File: src/rtl/mash_div_pkg.sv
// Shared constants and types for the noise-shaping division modulator.
// Assumes the combiner is written for exactly three cascaded stages.
package mash_div_pkg;
    localparam int NUM_STAGES = 3;
    localparam int OFS_W      = 4;          // holds -3..+4 signed
    typedef logic signed [OFS_W-1:0] ofs_t;
endpackage

File: src/rtl/mash_stage.sv
// One first-order accumulator stage: residue plus input, modulo the modulus.
// Produces the next residue and the wrap carry combinationally and commits
// the residue on the update strobe.
// Assumes add_in < modulus and a modulus that changes only during reset.
module mash_stage #(
    parameter int ACC_W = 12
) (
    input  logic             clk,
    input  logic             rst_n,
    input  logic             step,
    input  logic [ACC_W-1:0] add_in,
    input  logic [ACC_W-1:0] modulus,
    output logic [ACC_W-1:0] res_next,
    output logic             wrap
);
    localparam int SUM_W = ACC_W + 1;

    logic [ACC_W-1:0] res_q;
    logic [SUM_W-1:0] sum;

    // Modulo add: subtract the modulus once when the sum reaches it.
    always_comb begin
        sum      = {1'b0, res_q} + {1'b0, add_in};
        wrap     = (sum >= {1'b0, modulus});
        res_next = wrap ? ACC_W'(sum - {1'b0, modulus}) : ACC_W'(sum);
    end

    // Residue register: cleared by reset, advanced only on the strobe.
    always_ff @(posedge clk) begin
        if (!rst_n)
            res_q <= '0;
        else if (step)
            res_q <= res_next;
    end

    // stored residue stays below the modulus
    p_residue_below_mod_r2: assert property (@(posedge clk) disable iff (!rst_n)
        res_q < modulus);
endmodule

File: src/rtl/mash_combiner.sv
// Combines the three stage carries into the noise-shaped offset using a
// first difference on carry 2 and a second difference on carry 3.
// Assumes carries are only meaningful on cycles where step is high.
module mash_combiner
    import mash_div_pkg::*;
(
    input  logic                  clk,
    input  logic                  rst_n,
    input  logic                  step,
    input  logic [NUM_STAGES-1:0] carry,
    output ofs_t                  ofs
);
    logic c2_d;
    logic c3_d1;
    logic c3_d2;

    // Error-cancelling sum of current and delayed carries.
    always_comb begin
        ofs = ofs_t'({3'b000, carry[0]})
            + ofs_t'({3'b000, carry[1]}) - ofs_t'({3'b000, c2_d})
            + ofs_t'({3'b000, carry[2]}) - ofs_t'({2'b00, c3_d1, 1'b0})
            + ofs_t'({3'b000, c3_d2});
    end

    // Carry delay line: one tap for stage 2, two taps for stage 3.
    always_ff @(posedge clk) begin
        if (!rst_n) begin
            c2_d  <= 1'b0;
            c3_d1 <= 1'b0;
            c3_d2 <= 1'b0;
        end else if (step) begin
            c2_d  <= carry[1];
            c3_d1 <= carry[2];
            c3_d2 <= c3_d1;
        end
    end

    // offset confined to -3..+4
    p_offset_range_r4: assert property (@(posedge clk) disable iff (!rst_n)
        (ofs >= -4'sd3) && (ofs <= 4'sd4));
endmodule

File: src/rtl/mash_div_modulator.sv
// Three-stage cascaded accumulator modulator that produces the per-period
// divide value N + d for a fractional-N divider. The mean of d is K/F.
// Assumes f_mod >= 1, k_frac < f_mod, f_mod changed only during reset,
// and n_int >= 4 so that the ratio stays positive.
module mash_div_modulator
    import mash_div_pkg::*;
#(
    parameter int ACC_W = 12,
    parameter int NI_W  = 8
) (
    input  logic             clk,
    input  logic             rst_n,
    input  logic             step,
    input  logic [NI_W-1:0]  n_int,
    input  logic [ACC_W-1:0] k_frac,
    input  logic [ACC_W-1:0] f_mod,
    output logic [NI_W:0]    div_ratio
);
    localparam int RAT_W = NI_W + 1;
    localparam int EXT_W = RAT_W - OFS_W;

    logic [ACC_W-1:0]      chain [NUM_STAGES+1];
    logic [NUM_STAGES-1:0] carry;
    ofs_t                  ofs_now;
    ofs_t                  ofs_q;

    assign chain[0] = k_frac;

    // Cascade: each stage integrates the fresh residue of the one before.
    for (genvar i = 0; i < NUM_STAGES; i++) begin : g_stage
        mash_stage #(.ACC_W(ACC_W)) u_stage (
            .clk      (clk),
            .rst_n    (rst_n),
            .step     (step),
            .add_in   (chain[i]),
            .modulus  (f_mod),
            .res_next (chain[i+1]),
            .wrap     (carry[i])
        );
    end

    mash_combiner u_comb (
        .clk   (clk),
        .rst_n (rst_n),
        .step  (step),
        .carry (carry),
        .ofs   (ofs_now)
    );

    // Offset register: latches the offset of each update.
    always_ff @(posedge clk) begin
        if (!rst_n)
            ofs_q <= '0;
        else if (step)
            ofs_q <= ofs_now;
    end

    // Output adder: integer part plus sign-extended latched offset.
    always_comb begin
        div_ratio = {1'b0, n_int} + {{EXT_W{ofs_q[OFS_W-1]}}, ofs_q};
    end

    // last-stage residue offered on an update stays below F
    p_last_residue_r2: assert property (@(posedge clk) disable iff (!rst_n)
        chain[NUM_STAGES] < f_mod);

    // without a strobe the offset seen at the output holds
    p_hold_idle_r6: assert property (@(posedge clk) disable iff (!rst_n)
        !step |=> (RAT_W'(div_ratio - {1'b0, n_int}) ==
                   $past(RAT_W'(div_ratio - {1'b0, n_int}))));

    // after a reset edge the output equals the integer part
    p_reset_to_n_r7: assert property (@(posedge clk) disable iff (!rst_n)
        $past(!rst_n) |-> (div_ratio == {1'b0, n_int}));

    // ratio never falls below one when N is at least four
    p_ratio_floor_r5: assert property (@(posedge clk) disable iff (!rst_n)
        (n_int >= NI_W'(4)) |-> (div_ratio >= RAT_W'(1)));
endmodule

File: config.mk
export PLATFORM = sky130hd
export DESIGN_NAME = mash_div_modulator
export DESIGN_NICKNAME = d
export VERILOG_FILES = /design/src/rtl/mash_div_pkg.sv /design/src/rtl/mash_stage.sv /design/src/rtl/mash_combiner.sv /design/src/rtl/mash_div_modulator.sv
export SDC_FILE = /design/constraint.sdc
export NUM_CORES = 1
export LEC_CHECK = 0
export ABC_AREA = 1
export BUFFER_PORTS_ARGS = -buffer_cell sky130_fd_sc_hd__buf_2
export CAP_MARGIN = 20
export CORE_ASPECT_RATIO = 0.8
export CORE_MARGIN = 1.5
export CORE_UTILIZATION = 35
export DETAILED_ROUTE_END_ITERATION = 10
export PLACE_DENSITY = 0.6
export SLEW_MARGIN = 20
export SYNTH_ARGS = -nofsm -noshare
export SYNTH_HDL_FRONTEND = slang
export SYNTH_SLANG_ARGS = --single-unit
File: constraint.sdc
create_clock -name clk -period 31.6 [get_ports clk]
set_clock_uncertainty 0.2 [all_clocks]
set_input_delay 6.32 -clock clk [delete_from_list [all_inputs] [get_ports clk]]
set_output_delay 6.32 -clock clk [all_outputs]
set_load 0.02 [all_outputs]
Yosys cells after proc, flatten, opt, wreduce, memory -nomap -nowiden

Index checks and enable logic that the tools add are counted.

$add $sub $neg: 12
$lt $le $gt $ge: 3
Multiplexer cells: 3

Operators by type and width:

| operator                                     | count |
|---|---|
| adder 12 x 12 -> 13 bit                      | 3 |
| greater-or-equal comparator 13 x 12 -> 1 bit | 3 |
| two-way mux 12 bit                           | 3 |
| subtractor 12 bit                            | 3 |
| adder 8 x 9 -> 9 bit                         | 1 |
| adder 4 x 2 -> 4 bit                         | 2 |
| subtractor 4 x 2 -> 4 bit                    | 1 |
| subtractor 4 x 3 -> 4 bit                    | 1 |
| adder 1 x 1 -> 2 bit                         | 1 |

Flip-flop bits (word level): 43
Logic and storage cells: 25

Longest topological paths before layout

Depth after elaboration: 11
Depth in mapped cells: 67
Depth with buffers taken out: 65

Modules after synthesis

Synthesis repeated with hierarchy kept, for this count alone.

Cells, all modules: 1182
Area total of the unflattened synthesis: 6976.7 sq um

By module, submodules not included:

| module                           | times used | cells each | area an instance (sq um) | sequential area each (sq um) |
|---|---|---|---|---|
| mash_stage at g_stage[0].u_stage | 1          | 352        | 2065.7                   | 240.2 |
| mash_stage at g_stage[2].u_stage | 1          | 352        | 2055.7                   | 240.2 |
| mash_stage at g_stage[1].u_stage | 1          | 354        | 2053.2                   | 240.2 |
| mash_div_modulator               | 1          | 86         | 520.5                    | 80.1 |
| mash_combiner                    | 1          | 38         | 281.5                    | 60.1 |

Least setup slack after synthesis

OpenSTA, ideal clock, no wires.

Kind: input port to flip-flop
Start: in k_frac[0]
End: reg ofs_q[3]
Arrival: 14.466 ns
Slack: 16.813 ns
Cell stages on the path: 62
Path buffers: 2
Cell sequence: ha_1 inv_1 fa_1 o21ai_2 nand3_1 nand2_1 xor2_1 ha_1 a21o_1 nor2_1 nand3_2 nand2_2 nand2_2 nand2_4 buf_6 nand3_1 nand2_1 ha_1 [... 26 more ...] ha_1 nand2_1 nor2_1 nand3_1 nand3_2 nand2_1 nand2_1 nand2_2 nand2_2 inv_1 ha_1 fa_1 inv_1 ha_1 inv_1 ha_1 o21ai_0 a21oi_1

RTL lines:

| element                | RTL line                 | source |
|---|---|---|
| start: declaration     | mash_div_modulator.sv:15 | `input logic [ACC_W-1:0] k_frac,` |
| end signal: assignment | mash_div_modulator.sv:55 | `ofs_q <= ofs_now;` |
| end: declaration       | mash_div_modulator.sv:25 | `ofs_t ofs_q;` |

==> summary.txt <==
Run status
  • Outcome: finished clean

Final layout
  • FF+latch area: 861 um^2
  • Filler cells: 1,967
  • Area growth syn-to-layout: 8.17%
  • Area of the multi-input gates: about 4700 um^2
  • Final Cell Area: around 7000 um^2
  • Layout cells sized above 1: 0.0899
  • # nets final: 1,207
  • Antenna diodes: 0

Timing
  • Slew headroom: 0.468
  • Hold Vio Cnt, Final: 0
  • Fin. max-slew vios: 0
  • Max frequency: 0.0614 GHz
  • Unrepaired setup endpoints after global routing: no
  • Clock period minus worst slack: 16.27 ns
  • Final period util: 0.515
  • Worst Max-Slew Pin Slew: 0.794 ns
  • Final setup fails: 0
  • Setup TNS: 0 ns

Route
  • Via Count: 6,582
  • Number of routed nets with antenna violations: 0
  • Drt pass-1 iters: 8
  • DRT iter0 DRCs: 726
  • Drt drc: 0
  • Vias per inst: 5.03
  • Per-cell routed wire length: 14.5 um
  • Final wirelength: 18,900 um

Yosys
  • Syn avg cell area: 6.14 um^2
  • Mapped cell area: 6430 um^2
  • Synth Warn #: 0
  • Largest cells by area after synthesis: ha_1 (17%), nand2_1 (16%), dfxtp_1 (13%), inv_1 (10%), nand3_1 (8.9%)
  • Post-synth EDFFs: 0
  • Ys flop type: dfxtp_1
  • Post-Synthesis Cells: around 1.0k
  • Async set-reset flop share out of synthesis: 0
  • Post-synthesis register bit count: 43
  • Post-synthesis sequential area ratio: 0.134
  • Synth top area share: 0.165
  • Synthesized net count: 1,176
  • Synth area leader: ha_1
  • Distinct cells, synth: 38

Worst setup path
  • Critical path class: input pin to register
  • Crit path launch: k_frac[0]
  • RR Startpoint: g_stage[0].u_stage.res_q[0]$_SDFFE_PN0P_
  • Critical path endpoint category: register
  • Required @ worst endpoint: 31.56 ns
  • FF-to-FF path depth: 60
  • FF-to-FF End: ofs_q[3]$_SDFFE_PN0P_
  • Reg-to-reg slack, setup: 21.07 ns
  • Crit path launch type: input pin
  • CP Max Fanout: 14
  • CP arrival: 16.24 ns
  • Slowest CP cell: fa_1
  • CP max stage delay: 0.43 ns

Floorplanning
  • Die extent in x: 155 um
  • Die area: 19,200 um^2
  • Std cell rows: 44
  • Starting density of the core: 0.356
  • IO Count: 44
  • Chip height: 124 um
  • Core area: 18,100 um^2

Clocking
  • Post-CTS Hold Buffers: 0
  • H-Tree Depth: 2
  • Post-CTS Setup Bufs: 0
  • CTS tree: done
  • Clk_lat worst skew: about 0.30 ns
  • Clk pin slew, worst setup/hold paths: 0.07 ns
  • Root buf cell: clkbuf_16
  • Clock Tree Buf Depth: 2
  • CTS Sinks: 43
  • PostCTS Resize Cnt: 0
  • TritonCTS buffer count: 5

GRT
  • Met1 Use GR: 0.330
  • Tot GR Track Use: 0.199
  • Vias in the first global route: 5,893
  • Grt total ovfl: 0
  • Grt peak-use layer: met1
  • First-pass GRT wire length: 30,500 um
  • Met3 usage: 0.0247
  • Met2 usage: 0.265
  • Initial antenna violation count: 0
  • Pin count of the biggest net entering global routing: 71

Placed design
  • Placed Area: 6790 um^2
  • DP HPWL: 15,700 um
  • PortBufs: 43
  • Placer Congestion: slightly below 1

Hold path
  • Hold Path Depth: 2
  • Hold_sp: g_stage[2].u_stage.res_q[0]$_SDFFE_PN0P_
  • Tightest Hold Check Type: register to register
  • Worst Hold Endpoint: g_stage[2].u_stage.res_q[0]$_SDFFE_PN0P_

Flow run
  • MaxCap Viol Count: 0
per-stage QoR:
step | instances | hold slack (ns) | utilization | setup WS, ns
floorplan | 1047 | 0.249 | - | 16.81
global placement | 1301 | 0.261 | 0.376 | 15.30
detailed placement | 1301 | 0.266 | 0.376 | 15.22
CTS | 1309 | 0.277 | 0.385 | 15.50
global route | 1309 | 0.308 | 0.385 | 14.53
finish | 1309 | 0.278 | 0.385 | 15.33
critical path: cells and delay by family:
| kind | cells | cell delay (ns) |
|---|---|---|
| adder cells (fa/ha/maj) | 13 | 3.94 |
| AND/OR/NAND/NOR | 30 | 3.41 |
| AO/OA/AOI/OAI | 7 | 1.06 |
| XOR/XNOR | 3 | 0.89 |
| buffers and inverters | 8 | 0.61 |
worst max path at each step:
stage / endpoint / slack, ns / cells after the start
after floorplan: ofs_q[3]$_SDFFE_PN0P_ / 16.81 / 62
after global placement: ofs_q[3]$_SDFFE_PN0P_ / 15.30 / 61
after detailed placement: ofs_q[3]$_SDFFE_PN0P_ / 15.22 / 61
after CTS: ofs_q[3]$_SDFFE_PN0P_ / 15.50 / 61
after global routing: ofs_q[3]$_SDFFE_PN0P_ / 14.53 / 61
final: ofs_q[3]$_SDFFE_PN0P_ / 15.33 / 61
synthesized netlist by cell type, types with 14 or more instances:
cell     count
a21oi_1     56
dfxtp_1     43
ha_1        85
inv_1      176
nand2_1    266
nand2_2     25
nand3_1    114
nand4_1     14
nor2_1     107
o21ai_0     24
xnor2_1     23
xor2_1      32
flip-flops by register name, indices dropped and copies added (netlist names):
signal                 cells
u_comb.c2_d                1
u_comb.c3_d1               1
u_comb.c3_d2               1
g_stage.u_stage.res_q     36
ofs_q                      4
layer usage:
metal  part of all wire  vias up
li1                   -     3399
met1               0.54     2910
met2               0.37      262
met3              0.082       11
met4             0.0087        0
met5                  0        -
cells by family after synthesis:
group                      synth area share
and+or+nand+nor                       0.365
buffers and inverters                 0.129
AOI/OAI and AO/OA                     0.104
adders and majority gates             0.193
xor gates and xnor gates             0.0749
DFF                                   0.134
cells in the final DEF (no fill, tap or decap), types with 2 or more instances in the layout:
master and n:
a21oi_1 56, fa_1 9, nand3b_1 4, nand4_1 14, a21o_1 4, xnor2_1 23, a31oi_1 8, a21oi_4 2
o21ai_0 24, inv_1 176, nand3_1 114, o21bai_1 9, nand2_4 3, clkbuf_16 5, nand2_1 266, nand3_2 4
a21oi_2 4, nor3_1 3, buf_2 43, nand2_2 25, o21ai_2 2, buf_4 2, nor2_1 107, ha_1 85
a21boi_0 2, xor2_1 32, dfxtp_1 43, nor2_2 2
final cells by class:
type | count | share of cell area
Clock buffer | 5 | 0.0180
Clock inverter | 3 | 0.00665
Inverter | 178 | 0.0960
Multi-Input combinational cell | 805 | 0.681
Sequential cell | 43 | 0.124
Tap cell | 230 | 0.0414
Timing Repair Buffer | 45 | 0.0331
Power is not shown: default switching activity piles up to over one toggle a cycle in this logic, so the estimate is an artifact.
